--- config.mk ---
export PLATFORM = sky130hd
export DESIGN_NAME = j1850_byte_path
export DESIGN_NICKNAME = d
export VERILOG_FILES = /design/src/rtl/j1850_pkg.sv /design/src/rtl/j1850_tx_buf.sv /design/src/rtl/j1850_rx_buf.sv /design/src/rtl/j1850_byte_path.sv
export SDC_FILE = /design/constraint.sdc
export NUM_CORES = 1
export LEC_CHECK = 0
export BUFFER_PORTS_ARGS = -buffer_cell sky130_fd_sc_hd__buf_2
export CORE_ASPECT_RATIO = 1.4
export CORE_MARGIN = 2
export CORE_UTILIZATION = 42
export DETAILED_ROUTE_END_ITERATION = 10
export PLACE_DENSITY = 0.73
export SKIP_CTS_REPAIR_TIMING = 1
export SYNTH_ARGS = -nofsm -noshare
export SYNTH_HDL_FRONTEND = slang
export SYNTH_SLANG_ARGS = --single-unit
--- constraint.sdc ---
create_clock -name clk -period 2.15 [get_ports clk]
set_input_delay 0.1075 -clock clk [delete_from_list [all_inputs] [get_ports clk]]
set_output_delay 0.1075 -clock clk [all_outputs]
set_load 0.05 [all_outputs]
--- src/rtl/j1850_pkg.sv ---
package j1850_pkg;
  typedef enum logic [1:0] {TX_IDLE, TX_SHIFT, TX_TAIL} tx_state_e;
endpackage

--- src/rtl/j1850_tx_buf.sv ---
module j1850_tx_buf
  import j1850_pkg::*;
#(
  parameter int W         = 8,
  parameter int TAIL_BITS = 2
) (
  input  logic         clk,
  input  logic         rst,
  input  logic         wr,
  input  logic [W-1:0] wdata,
  input  logic         wr_ifr,
  input  logic         bit_req,
  input  logic         bus_evt,
  input  logic         crc_err,
  output logic         tdre,
  output logic         pending,
  output logic         pend_ifr,
  output logic         tx_bit,
  output logic         tx_active,
  output logic         byte_done,
  output logic         underrun,
  output logic         inv_sym
);
  localparam int BCW = (W > 2) ? $clog2(W) : 1;
  localparam int TCW = $clog2(TAIL_BITS + 1);

  tx_state_e    state;
  logic [W-1:0] hold_q;
  logic [W-1:0] shift_q;
  logic [BCW-1:0] bits_left;
  logic [TCW-1:0] tail_left;
  logic flush, do_load, byte_end;

  assign flush    = bus_evt | (crc_err & pending & pend_ifr);
  assign byte_end = (state == TX_SHIFT) && (bits_left == '0);
  assign do_load  = !flush && bit_req && pending && ((state == TX_IDLE) || byte_end);
  assign tx_active = (state != TX_IDLE);

  always_ff @(posedge clk) begin
    if (rst) begin
      state     <= TX_IDLE;
      hold_q    <= '0;
      shift_q   <= '0;
      bits_left <= '0;
      tail_left <= '0;
      pending   <= 1'b0;
      pend_ifr  <= 1'b0;
      tdre      <= 1'b1;
      tx_bit    <= 1'b0;
      byte_done <= 1'b0;
      underrun  <= 1'b0;
      inv_sym   <= 1'b0;
    end else begin
      byte_done <= 1'b0;
      underrun  <= 1'b0;
      inv_sym   <= 1'b0;
      if (flush) begin
        state   <= TX_IDLE;
        pending <= 1'b0;
        tdre    <= 1'b1;
        tx_bit  <= 1'b0;
      end else begin
        if (do_load) begin
          tx_bit    <= hold_q[W-1];
          shift_q   <= {hold_q[W-2:0], 1'b0};
          bits_left <= BCW'(W - 1);
          pending   <= 1'b0;
          tdre      <= 1'b1;
          state     <= TX_SHIFT;
        end else if (bit_req) begin
          case (state)
            TX_SHIFT: begin
              if (bits_left != '0) begin
                tx_bit    <= shift_q[W-1];
                shift_q   <= {shift_q[W-2:0], 1'b0};
                bits_left <= bits_left - 1'b1;
                byte_done <= (bits_left == BCW'(1));
              end else begin
                tx_bit    <= 1'b1;
                underrun  <= 1'b1;
                tail_left <= TCW'(TAIL_BITS - 1);
                state     <= TX_TAIL;
              end
            end
            TX_TAIL: begin
              if (tail_left != '0) begin
                tx_bit    <= 1'b1;
                tail_left <= tail_left - 1'b1;
              end else begin
                tx_bit  <= 1'b0;
                inv_sym <= 1'b1;
                state   <= TX_IDLE;
              end
            end
            default: ;
          endcase
        end
        if (wr) begin
          hold_q   <= wdata;
          pending  <= 1'b1;
          pend_ifr <= wr_ifr;
          tdre     <= 1'b0;
        end
      end
    end
  end

  assert_write_holds_R2: assert property (@(posedge clk) disable iff (rst)
    (wr && !flush) |=> (pending && !tdre));
  assert_flush_idle_R8: assert property (@(posedge clk) disable iff (rst)
    flush |=> (tdre && !pending && !tx_active && !tx_bit));
  assert_load_empty_R4: assert property (@(posedge clk) disable iff (rst)
    (do_load && !wr) |=> (tdre && tx_active && !pending));
  assert_tail_one_R7: assert property (@(posedge clk) disable iff (rst)
    underrun |-> (tx_bit && tx_active));
  assert_inv_idle_R7: assert property (@(posedge clk) disable iff (rst)
    inv_sym |-> (!tx_active && !tx_bit));
endmodule

--- src/rtl/j1850_rx_buf.sv ---
module j1850_rx_buf #(
  parameter int W = 8
) (
  input  logic         clk,
  input  logic         rst,
  input  logic         sync,
  input  logic         bit_vld,
  input  logic         bit_in,
  input  logic         in_ifr,
  input  logic         rd,
  output logic [W-1:0] rdata,
  output logic         full,
  output logic         ifr_full
);
  localparam int CW = (W > 2) ? $clog2(W) : 1;

  logic [W-1:0]  acc_q;
  logic [CW-1:0] cnt_q;
  logic          byte_end;

  assign byte_end = !sync && bit_vld && (cnt_q == CW'(W - 1));

  always_ff @(posedge clk) begin
    if (rst) begin
      acc_q    <= '0;
      cnt_q    <= '0;
      rdata    <= '0;
      full     <= 1'b0;
      ifr_full <= 1'b0;
    end else begin
      if (sync) begin
        cnt_q <= '0;
      end else if (bit_vld) begin
        acc_q <= {acc_q[W-2:0], bit_in};
        if (byte_end) begin
          cnt_q <= '0;
          rdata <= {acc_q[W-2:0], bit_in};
        end else begin
          cnt_q <= cnt_q + 1'b1;
        end
      end
      if (byte_end && !in_ifr) full <= 1'b1;
      else if (rd)             full <= 1'b0;
      if (byte_end && in_ifr)  ifr_full <= 1'b1;
      else if (rd)             ifr_full <= 1'b0;
    end
  end

  assert_read_clears_R12: assert property (@(posedge clk) disable iff (rst)
    (rd && !byte_end) |=> (!full && !ifr_full));
  assert_byte_flags_R10: assert property (@(posedge clk) disable iff (rst)
    byte_end |=> (full || ifr_full));
  assert_sync_nodata_R10: assert property (@(posedge clk) disable iff (rst)
    sync |=> $stable(rdata));
endmodule

--- src/rtl/j1850_byte_path.sv ---
module j1850_byte_path #(
  parameter int W         = 8,
  parameter int TAIL_BITS = 2
) (
  input  logic         clk,
  input  logic         rst,
  input  logic         cpu_wr,
  input  logic [W-1:0] cpu_wdata,
  input  logic         cpu_ifr,
  input  logic         cpu_rd,
  output logic [W-1:0] cpu_rdata,
  output logic         tx_empty,
  output logic         rx_full,
  output logic         rx_ifr_full,
  output logic         tx_pending,
  output logic         tx_pend_ifr,
  input  logic         bit_req,
  output logic         tx_bit,
  output logic         tx_active,
  output logic         tx_byte_done,
  output logic         tx_underrun,
  output logic         inv_symbol,
  input  logic         rx_sync,
  input  logic         rx_bit_vld,
  input  logic         rx_bit,
  input  logic         rx_in_ifr,
  input  logic         ev_arb_lost,
  input  logic         ev_tx_err,
  input  logic         ev_sym_err,
  input  logic         ev_frame_err,
  input  logic         ev_bus_fault,
  input  logic         ev_break,
  input  logic         ev_crc_err
);
  logic bus_evt;
  assign bus_evt = |{ev_arb_lost, ev_tx_err, ev_sym_err, ev_frame_err, ev_bus_fault, ev_break};

  j1850_tx_buf #(.W(W), .TAIL_BITS(TAIL_BITS)) u_tx (
    .clk(clk), .rst(rst), .wr(cpu_wr), .wdata(cpu_wdata), .wr_ifr(cpu_ifr),
    .bit_req(bit_req), .bus_evt(bus_evt), .crc_err(ev_crc_err),
    .tdre(tx_empty), .pending(tx_pending), .pend_ifr(tx_pend_ifr),
    .tx_bit(tx_bit), .tx_active(tx_active), .byte_done(tx_byte_done),
    .underrun(tx_underrun), .inv_sym(inv_symbol)
  );

  j1850_rx_buf #(.W(W)) u_rx (
    .clk(clk), .rst(rst), .sync(rx_sync), .bit_vld(rx_bit_vld), .bit_in(rx_bit),
    .in_ifr(rx_in_ifr), .rd(cpu_rd), .rdata(cpu_rdata), .full(rx_full),
    .ifr_full(rx_ifr_full)
  );
endmodule

After elaboration in Yosys (flattened, before gate mapping) --
Cells that the tools add are included.
Cells by class: $add $sub $neg 3, bitwise logic cells 10, eq/ne operators 9, reduce and logical (&&, ||, !) cells 40, multiplexer cells 31
Operator list (number):
- $mux 8 | 4
- $reduce_bool 2->1 | 9
- $mux 1 | 15
- $mux 3 | 5
- $reduce_and 4->1 | 3
- $reduce_or 6->1 | 2
- $reduce_or 5->1 | 2
- $logic_and 1x1->1 | 8
- $mux 2 | 4
- $pmux 2 s2 | 2
- $not 1->1 | 7
- $ne 3x2->1 const B | 2
- $reduce_and 2->1 | 3
- $reduce_and 6->1 | 1
- $reduce_bool 3->1 | 2
- $ne 2x2->1 const B | 2
- $reduce_or 2->1 | 2
- $add 3x1->3 const B | 1
- $eq 3x1->1 const B | 1
- $eq 3x3->1 const B | 1
- $logic_not 1->1 | 3
- $logic_not 3->1 | 1
- $reduce_and 3->1 | 1
- $reduce_or 3->1 | 1
- 10 further kinds | 11
Word-level totals: word-level logic and storage cells 111, register bits after elaboration 50

Logic depth before layout (Yosys ltp) --
Gate-level depths: netlist of run 1.
word-level depth 9, mapped depth 8, mapped depth without buffers 6

By module --
Synthesis of run 1 repeated with hierarchy kept, for this count alone.
Unflattened totals: cell total of the unflattened synthesis 252, area, all modules 2244.7 um^2
Modules (own cells, without submodules):
- j1850_tx_buf | area each 1435.1 um^2, times used 1, cells each 168, seq. area each 580.6 um^2
- j1850_rx_buf | area each 795.8 um^2, times used 1, cells each 81, seq. area each 400.4 um^2
- j1850_byte_path | area each 13.8 um^2, times used 1, cells each 3, seq. area each 0.0 um^2

Least setup slack after synthesis of run 1 --
OpenSTA, ideal clock, no wires.
path kind register to register, from register u_tx.state[1], to register u_tx.bits_left[0], setup time 0.132 ns, arrival 1.679 ns, path buffers 2, stages on the path, launching flop included 9, path slack 0.340 ns, cell sequence dfxtp_1 -> inv_1 -> ha_1 -> clkbuf_1 -> and4b_1 -> or2_2 -> buf_2 -> nor4_1 -> nor3_1
On the way: word-level cells in the longest chain between the ends 6
Ends and longest elaborated chain:
- from (decl) | RTL line j1850_tx_buf.sv:27 | tx_state_e state;
- from (signal assigned) | RTL line j1850_tx_buf.sv:41 | state <= TX_IDLE;
- from (signal assigned) | RTL line j1850_tx_buf.sv:58 | state <= TX_IDLE;
- from (signal assigned) | RTL line j1850_tx_buf.sv:69 | state <= TX_SHIFT;
- $eq 2x1->1 | RTL line j1850_tx_buf.sv:35, j1850_tx_buf.sv:71
- $logic_and 1x1->1 | RTL line j1850_tx_buf.sv:35 | assign byte_end = (state == TX_SHIFT) && (bits_left == '0);
- $logic_or 1x1->1 | RTL line j1850_tx_buf.sv:36 | assign do_load = !flush && bit_req && pending && ((state == TX_IDLE) || byte_end);
- $logic_and 1x1->1 | RTL line j1850_tx_buf.sv:36
- $reduce_bool 2->1 (no line)
- $reduce_and 4->1 (no line)
- to (signal assigned) | RTL line j1850_tx_buf.sv:66 | bits_left <= BCW'(W - 1);
- to (signal assigned) | RTL line j1850_tx_buf.sv:76 | bits_left <= bits_left - 1'b1;
- to (decl) | RTL line j1850_tx_buf.sv:30 | logic [BCW-1:0] bits_left;
Parallel ways exist; a longest one is shown, timed or not. A chain may end at the register's enable or synchronous reset.

Final worst setup path of run 1 --
from register u_tx.state[1], to register u_tx.tx_bit
On the way: word-level cells in the longest chain between the ends 6
Ends and longest elaborated chain:
- $eq 2x1->1 | RTL line j1850_tx_buf.sv:35, j1850_tx_buf.sv:71
- $logic_and 1x1->1 | RTL line j1850_tx_buf.sv:35
- $logic_or 1x1->1 | RTL line j1850_tx_buf.sv:36
- $logic_and 1x1->1 | RTL line j1850_tx_buf.sv:36
- $reduce_bool 3->1 (no line) / $reduce_bool 2->1 (equally long branches)
- $reduce_and 2->1 (no line)
- to (signal assigned) | RTL line j1850_tx_buf.sv:64 | tx_bit <= hold_q[W-1];
- to (signal assigned) | RTL line j1850_tx_buf.sv:74 | tx_bit <= shift_q[W-1];
- to (decl) | RTL line j1850_tx_buf.sv:18 | output logic tx_bit,
Parallel ways exist; a longest one is shown, timed or not. The select of a mux whose other input is x is not followed.

==> impl_metrics.toml, run 1 <==
[outcome]
status = "finished clean"

[grt]
grt_first_pass_wirelength_um = 7650
antenna_found_initial = 0
grt.overflow.total = 0
grt_pass1_vias = 1710
grt_util_all_layers = 0.168
grt_max_degree = 24

[cts]
cts_tree = "done"
numCtsBuffers = 5
clk_latency_ns = 0.30
htreeDepth = 2
cts_buffer_depth = 2
clk_pin_slew_worst_paths_ns = 0.09
clock_sinks = 49
ctsRootBufferMaster = "clkbuf_8"

[job]
drv_cap = 0

[layout]
nFillCells = 492
drive_above_1_share = 0.213
final_cell_mix = "dfxtp_1, buf_2, nand2_1"
num-nets-final = 319
area_delta_synth_final_pct = 17.6
multi_input_area_um2 = 1070
diodes = 0
final_common_cell = "dfxtp_1"
seqCellArea_um2 = 981

[sta]
setup_slack_ns = 0.202
hold_viol = 0
slew_viol_final = 0
fmax_mhz = 513
layout_min_cycle_time_ns = 1.95
whs_ns = 0.0292
rsz0062_at_grt = "no"
timing.slew.headroom = 0.588
fin_skew_ns = 0.0102
setup_viol = 0
tns_ns = 0
worst_pin_slew_ns = 0.616
finalCritPeriodShare = 0.906

[routing]
remaining_drc_errors = 0
avgRoutedWirePerCell_um = 12.4
drt_wl_total_um = 4350
drtAntennaViolNets = 0
drt_pass1_iterations = 5
vias = 1817
viasPerCell = 5.19
drt_iter0_drc = 91

[worst_setup_path]
critPathRequiredTime_ns = 2.35
arrival_ns = 2.15
timing_worst_setup_path_type = "reg -> reg"
r2r_slack_ns = 0.20
r2r-start = "u_tx.state[1]"
r2r-end = "u_tx.tx_bit"
path_max_fanout = 12
start_kind = "flip-flop"
end_kind = "flip-flop"
r2r_cells = 6

[floorplan]
ios = 43
die_h_um = 88.6
row_count = 30
die_area_um2 = 5710
dieWidth_um = 64.5
fp.coreArea_um2 = 4880
initial_utilization = 0.441

[logic_synthesis]
ys_ff_latch = 49
syn_inst = 245
yosys.cell_types.count = 40
seq_area_frac_synth = 0.456
ys_warn_count = 0
ys_async_sr_fraction = 0
synth_fp_nets = 279
avgSynthCellArea_um2 = 8.77
netlist_area_um2 = 2150
synth-edff-count = 0
synthFlopType = "dfxtp_1"

[pwr]
vdd_drop_max_uv = 414
p_per_area_nw_per_um2 = 642
p_leak_nw = 1.08

[worst_hold_path]
min_to = "u_rx.cnt_q[2]"
hold_path_class = "in -> reg"
hold_depth = 2
hold_path_startpoint = "rx_sync"

[placement]
gp_congestion = 0.833
hpwl_um = 3120
port_buffers = 42
preCtsSetupSlack_ns = 0.231
synthesized netlist by cell type, types with 2 or more instances:
library cell   n  area [um^2]
and3_1         4         25.0
a211oi_1       2         15.0
or2_2          2         12.5
buf_2          3         15.0
nand3_1       11         55.1
ha_1           9          113
a221o_1        2         20.0
dfxtp_1       49          981
a221oi_1       2         17.5
o21ai_0        5         25.0
and4b_1        3         30.0
nand2_1       39          146
nor3_1         4         20.0
inv_1         11         41.3
nor2_1        15         56.3
clkbuf_1       9         33.8
a311oi_1       7         61.3
a21oi_1       29          145
nand2b_1       3         18.8
nor2b_1        6         37.5
mux2i_1       11          110
layout make-up:
| cell class | instances | area share |
|---|---|---|
| multi-input combinational | 172 | 0.425 |
| sequential | 49 | 0.388 |
| timing repair buffer | 46 | 0.0950 |
| tap | 64 | 0.0317 |
| clock buffer | 6 | 0.0287 |
| inverter | 11 | 0.0163 |
| clock inverter | 2 | 0.0153 |
state kept, by name, summed over array words and instances, names as in the netlist:
| name | cells |
|---|---|
| u_tx.state | 2 |
| u_tx.hold_q | 8 |
| u_tx.byte_done | 1 |
| u_tx.inv_sym | 1 |
| u_rx.ifr_full | 1 |
| u_tx.tdre | 1 |
| u_rx.acc_q | 7 |
| u_tx.bits_left | 3 |
| u_tx.tail_left | 2 |
| u_tx.underrun | 1 |
| u_rx.full | 1 |
| u_rx.cnt_q | 3 |
| u_tx.pend_ifr | 1 |
| u_rx.rdata | 8 |
| u_tx.tx_bit | 1 |
| u_tx.shift_q | 7 |
| u_tx.pending | 1 |
cells by family (layout without fill, tap and decap cells):
family                   after synthesis  count (layout)  synth area share
buffers and inverters                 24              65            0.0454
flip-flops                            49              49             0.456
AND/OR/NAND/NOR                       97              97             0.231
adder cells (fa/ha/maj)                9               9            0.0524
multiplexers                          11              11            0.0512
AO/OA/AOI/OAI                         55              55             0.164
per-layer routing:
| metal | vias up | part of all wire | wire (um) | global-route usage |
|---|---|---|---|---|
| met5 | - | 0 | 0 | 0 |
| met4 | 0 | 0.019 | 82 | 0.0774 |
| met3 | 9 | 0.038 | 167 | 0.0331 |
| met2 | 39 | 0.47 | 2060 | 0.280 |
| met1 | 828 | 0.47 | 2040 | 0.211 |
| li1 | 941 | - | - | - |
power by group:
part           total (mW)  internal, mW  leakage, nW  switching (mW)
clock network       0.646         0.349       0.0554           0.297
logic              0.0658        0.0270        0.632          0.0389
registers           0.912         0.910        0.395         0.00227
worst max-delay path by stage:
stage / slack (ns) / start / endpoint / cells after the start
after global placement: 0.31 / u_tx.state[1] / u_tx.tx_bit / 6
after floorplan: 0.34 / u_tx.state[1] / u_tx.bits_left[0] / 8
final: 0.20 / u_tx.state[1] / u_tx.tx_bit / 6
after detailed placement: 0.23 / u_tx.state[1] / u_tx.tx_bit / 6
after global routing: 0.07 / u_tx.state[1] / u_tx.tail_left[0] / 6
after CTS: 0.22 / u_tx.state[1] / u_tx.tx_bit / 6
stage by stage:
stage / instance area [um^2] / util / cells / power [mW]
2_1_floorplan: 2150 / - / 245 / 0.965
3_3_place_gp: 2410 / 0.495 / 342 / 0.999
4_1_cts: 2520 / 0.517 / 350 / 1.65
5_1_grt: 2530 / 0.518 / 350 / 1.68
6_report: 2530 / 0.518 / 350 / 1.62
3_5_place_dp: 2410 / 0.495 / 342 / 1.00
worst max-delay path, stage by stage, from the launching register on:
cell     delay, ns
dfxtp_1       0.35
inv_1         0.08
ha_1          0.30
and4b_1       0.24
or2_2         0.42
a221o_1       0.35
o211a_1       0.12
(Power assumes the default switching activity.)
==> run 2: changes to the inputs <==
--- a/config.mk
+++ b/config.mk
@@ -5,13 +5,15 @@
 export SDC_FILE = /design/constraint.sdc
 export NUM_CORES = 1
 export LEC_CHECK = 0
+export ABC_CLOCK_PERIOD_IN_PS = 2150
 export BUFFER_PORTS_ARGS = -buffer_cell sky130_fd_sc_hd__buf_2
 export CORE_ASPECT_RATIO = 1.4
 export CORE_MARGIN = 2
 export CORE_UTILIZATION = 42
 export DETAILED_ROUTE_END_ITERATION = 10
-export PLACE_DENSITY = 0.73
+export PLACE_DENSITY = 0.71
 export SKIP_CTS_REPAIR_TIMING = 1
+export SLEW_MARGIN = 20
 export SYNTH_ARGS = -nofsm -noshare
 export SYNTH_HDL_FRONTEND = slang
 export SYNTH_SLANG_ARGS = --single-unit
==> impl_metrics.toml, run 2 (synthesis results as in run 1) <==
[outcome]
status = "finished clean"

[worst_setup_path]
critPathRequiredTime_ns = 2.35
r2r_slack_ns = 0.23
start_kind = "flip-flop"
arrival_ns = 2.12
end_kind = "flip-flop"
r2r_cells = 6
timing_worst_setup_path_type = "reg -> reg"
r2r-end = "u_tx.tx_bit"
r2r-start = "u_tx.state[1]"
path_max_fanout = 12

[floorplan]
die_area_um2 = 5710
row_count = 30
ios = 43
fp.coreArea_um2 = 4880
initial_utilization = 0.441
die_h_um = 88.6
dieWidth_um = 64.5

[sta]
rsz0062_at_grt = "no"
whs_ns = 0.0191
setup_viol = 0
worst_pin_slew_ns = 0.607
hold_viol = 0
layout_min_cycle_time_ns = 1.92
tns_ns = 0
fin_skew_ns = 0.00952
finalCritPeriodShare = 0.892
slew_viol_final = 0
fmax_mhz = 522
timing.slew.headroom = 0.594

[cts]
numCtsBuffers = 5
clk_pin_slew_worst_paths_ns = 0.10
clock_sinks = 49
ctsRootBufferMaster = "clkbuf_8"
cts_tree = "done"
cts_buffer_depth = 2
htreeDepth = 2
clk_latency_ns = 0.30

[routing]
drt_iter0_drc = 131
avgRoutedWirePerCell_um = 12.1
vias = 1825
drtAntennaViolNets = 0
drt_pass1_iterations = 4
remaining_drc_errors = 0
viasPerCell = 5.21
drt_wl_total_um = 4230

[placement]
gp_congestion = 0.812
hpwl_um = 3060
port_buffers = 42
dp_cells = 342

[layout]
final_cell_mix = "dfxtp_1, buf_2, nand2_1"
top_regs = "u_rx.rdata x8, u_tx.hold_q x8"
num-nets-final = 319
diodes = 0
area_delta_synth_final_pct = 16.5
drive_above_1_share = 0.213
seqCellArea_um2 = 981
final_common_cell = "dfxtp_1"
finalNonFillerCells = 350
multi_input_area_um2 = 1070
nFillCells = 495

[pwr]
pwr-share-clk = 0.357
switching_share = 0.232
p_per_area_nw_per_um2 = 608
power_frac_comb = 0.043
p_leak_nw = 1.07
net-switching-power_mw = 0.353
vdd_drop_max_uv = 420
pwr-share-seq = 0.600
power.total_mw = 1.52
power.internal_mw = 1.17

[worst_hold_path]
min_to = "u_rx.cnt_q[1]"
hold_depth = 2
hold_path_class = "in -> reg"
hold_path_startpoint = "rx_sync"

[job]
drv_cap = 0

[grt]
grt_pass1_vias = 1730
grt.overflow.total = 0
grt_util_all_layers = 0.163
grt_first_pass_wirelength_um = 7450
antenna_found_initial = 0
grt_max_degree = 27
run 2: worst max path at each step:
| stage | end | slack, ns | start | cells past startpoint |
|---|---|---|---|---|
| final | u_tx.tx_bit | 0.23 | u_tx.state[1] | 6 |
| after CTS | u_tx.tx_bit | 0.23 | u_tx.state[1] | 6 |
| after floorplan | u_tx.bits_left[0] | 0.34 | u_tx.state[1] | 8 |
| after global routing | u_tx.bits_left[1] | 0.05 | u_tx.state[1] | 6 |
| after detailed placement | u_tx.tx_bit | 0.25 | u_tx.state[1] | 6 |
| after global placement | u_tx.tx_bit | 0.31 | u_tx.state[1] | 6 |
run 2: power groups by stage:
stage,clock [mW],combinational [mW],sequential (mW)
global placement,0,0.0648,0.933
finish,0.544,0.0653,0.912
global route,0.593,0.0736,0.913
floorplan,0,0.0312,0.934
detailed placement,0,0.0657,0.934
CTS,0.559,0.0659,0.912
run 2: per-stage QoR:
step | instance area [um^2] | setup slack (ns) | util
floorplan | 2150 | 0.340 | -
global placement | 2410 | 0.312 | 0.495
detailed placement | 2410 | 0.248 | 0.495
CTS | 2500 | 0.232 | 0.513
global route | 2500 | 0.0495 | 0.513
finish | 2500 | 0.233 | 0.513
run 2: final cells by class:
cell class / count / share of cell area
multi-input combinational: 172 / 0.428
sequential: 49 / 0.392
timing repair buffer: 46 / 0.0960
tap: 64 / 0.0320
clock buffer: 5 / 0.0275
inverter: 11 / 0.0165
clock inverter: 3 / 0.00850
run 2: routing by layer:
layer	track usage	up-vias	share of wire	wire (um)
met5	0	-	0	0
met4	0.0580	0	0.015	63
met3	0.0318	6	0.036	154
met2	0.289	37	0.49	2090
met1	0.196	840	0.45	1920
li1	-	942	-	-
run 2: worst max-delay path, stage by stage, from the launching register on:
cell and delay (ns):
dfxtp_1 0.35, inv_1 0.07, ha_1 0.28, and4b_1 0.24
or2_2 0.41, a221o_1 0.35, o211a_1 0.12
==> run 3: changes to the inputs <==
--- a/config.mk
+++ b/config.mk
@@ -9,9 +9,9 @@
 export BUFFER_PORTS_ARGS = -buffer_cell sky130_fd_sc_hd__buf_2
 export CORE_ASPECT_RATIO = 1.4
 export CORE_MARGIN = 2
-export CORE_UTILIZATION = 42
+export CORE_UTILIZATION = 54
 export DETAILED_ROUTE_END_ITERATION = 10
-export PLACE_DENSITY = 0.71
+export PLACE_DENSITY = 0.86
 export SKIP_CTS_REPAIR_TIMING = 1
 export SLEW_MARGIN = 20
 export SYNTH_ARGS = -nofsm -noshare
==> impl_metrics.toml, run 3 (synthesis results as in run 1) <==
[outcome]
status = "finished clean"

[routing]
drt_wl_total_um = 4330
remaining_drc_errors = 0
vias = 1878
drt_iter0_drc = 69
avgRoutedWirePerCell_um = 13.1
drt_pass1_iterations = 4
viasPerCell = 5.69
drtAntennaViolNets = 0

[floorplan]
fp.coreArea_um2 = 3880
row_count = 27
dieWidth_um = 57.3
ios = 43
initial_utilization = 0.553
die_area_um2 = 4510
die_h_um = 78.7

[worst_setup_path]
timing_worst_setup_path_type = "reg -> reg"
path_max_fanout = 9
critPathMaxStageDelay_ns = 0.44
worstPathCellList = "inv_1 > ha_1 > o21ai_0 > a21boi_1 > nor2_1 > a311oi_1"
end_kind = "flip-flop"
r2r_cells = 6
critPathRequiredTime_ns = 2.37
crit_path_top_delay_cell = "a21boi_1"
arrival_ns = 2.23
start_kind = "flip-flop"

[sta]
worst_pin_slew_ns = 0.539
fmax_mhz = 498
hold_viol = 0
setup_slack_ns = 0.141
tns_ns = 0
finalCritPeriodShare = 0.934
layout_min_cycle_time_ns = 2.01
rsz0062_at_grt = "no"
fin_skew_ns = 0.00601
setup_viol = 0
slew_viol_final = 0
timing.slew.headroom = 0.640
whs_ns = 0.0134

[pwr]
p_per_area_nw_per_um2 = 629
power.total_mw = 1.57
p_leak_nw = 1.08
vdd_drop_max_uv = 480

[placement]
hpwl_um = 3090
gp_congestion = 0.790
port_buffers = 42
preCtsSetupSlack_ns = 0.260
dp_cells = 322
place_area_um2 = 2390

[worst_hold_path]
hold_path_class = "in -> reg"
hold_depth = 2

[grt]
grt.overflow.total = 0
antenna_found_initial = 0
grt_pass1_vias = 1645
grt_util_all_layers = 0.203
grt_max_degree = 34
grt_first_pass_wirelength_um = 7290

[layout]
design_area_um2 = 2500
diodes = 0
drive_above_1_share = 0.216
seqCellArea_um2 = 981
final_common_cell = "dfxtp_1"
final_core_util = 0.643
finalNonFillerCells = 330
multi_input_area_um2 = 1070
area_delta_synth_final_pct = 16.3
top_regs = "u_rx.rdata x8, u_tx.hold_q x8"
num-nets-final = 320
final_cell_mix = "dfxtp_1, buf_2, nand2_1"
nFillCells = 329

[cts]
clk_latency_ns = 0.31
clk_pin_slew_worst_paths_ns = 0.09
cts_tree = "done"
clock_sinks = 49
htreeDepth = 2
cts_buffer_depth = 2
numCtsBuffers = 5
ctsRootBufferMaster = "clkbuf_8"

[job]
drv_cap = 0
[run 3: worst max-delay path, delay by kind of cell, from the launching register on]
| family | cells | cell delay, ns |
|---|---|---|
| flip-flops | 1 | 0.34 |
| AND/OR/NAND/NOR | 1 | 0.23 |
| adder cells (fa/ha/maj) | 1 | 0.28 |
| AO/OA/AOI/OAI | 3 | 1.00 |
| buffers and inverters | 1 | 0.08 |
[run 3: area by class of cell]
| class | instances | share of cell area |
|---|---|---|
| inverter | 11 | 0.0165 |
| clock inverter | 1 | 0.00350 |
| multi-input combinational | 172 | 0.428 |
| tap | 43 | 0.0215 |
| clock buffer | 7 | 0.0385 |
| sequential | 49 | 0.392 |
| timing repair buffer | 47 | 0.0991 |
[run 3: path summary, 6_finish.rpt]
| path | startpoint | end | slack (ns) |
|---|---|---|---|
| worst min-delay path | rx_sync | u_rx.cnt_q[0] | 0.01 |
| worst max-delay path | u_tx.state[1] | u_tx.bits_left[1] | 0.14 |
| worst min register to register | u_rx.rdata[7] | u_rx.rdata[7] | 0.45 |
| worst max register to register | u_tx.state[1] | u_tx.bits_left[1] | 0.14 |
[run 3: metal layers]
layer	track usage	part of all wire	up-vias
li1	-	-	947
met1	0.240	0.43	870
met2	0.341	0.50	50
met3	0.0478	0.044	11
met4	0.0977	0.025	0
met5	0	0	-
[run 3: report_power, final]
part           leakage (nW)  internal, mW  switching (mW)
registers             0.395         0.910         0.00251
logic                 0.635        0.0270          0.0385
clock network        0.0549         0.297           0.299
total                  1.08          1.23           0.340
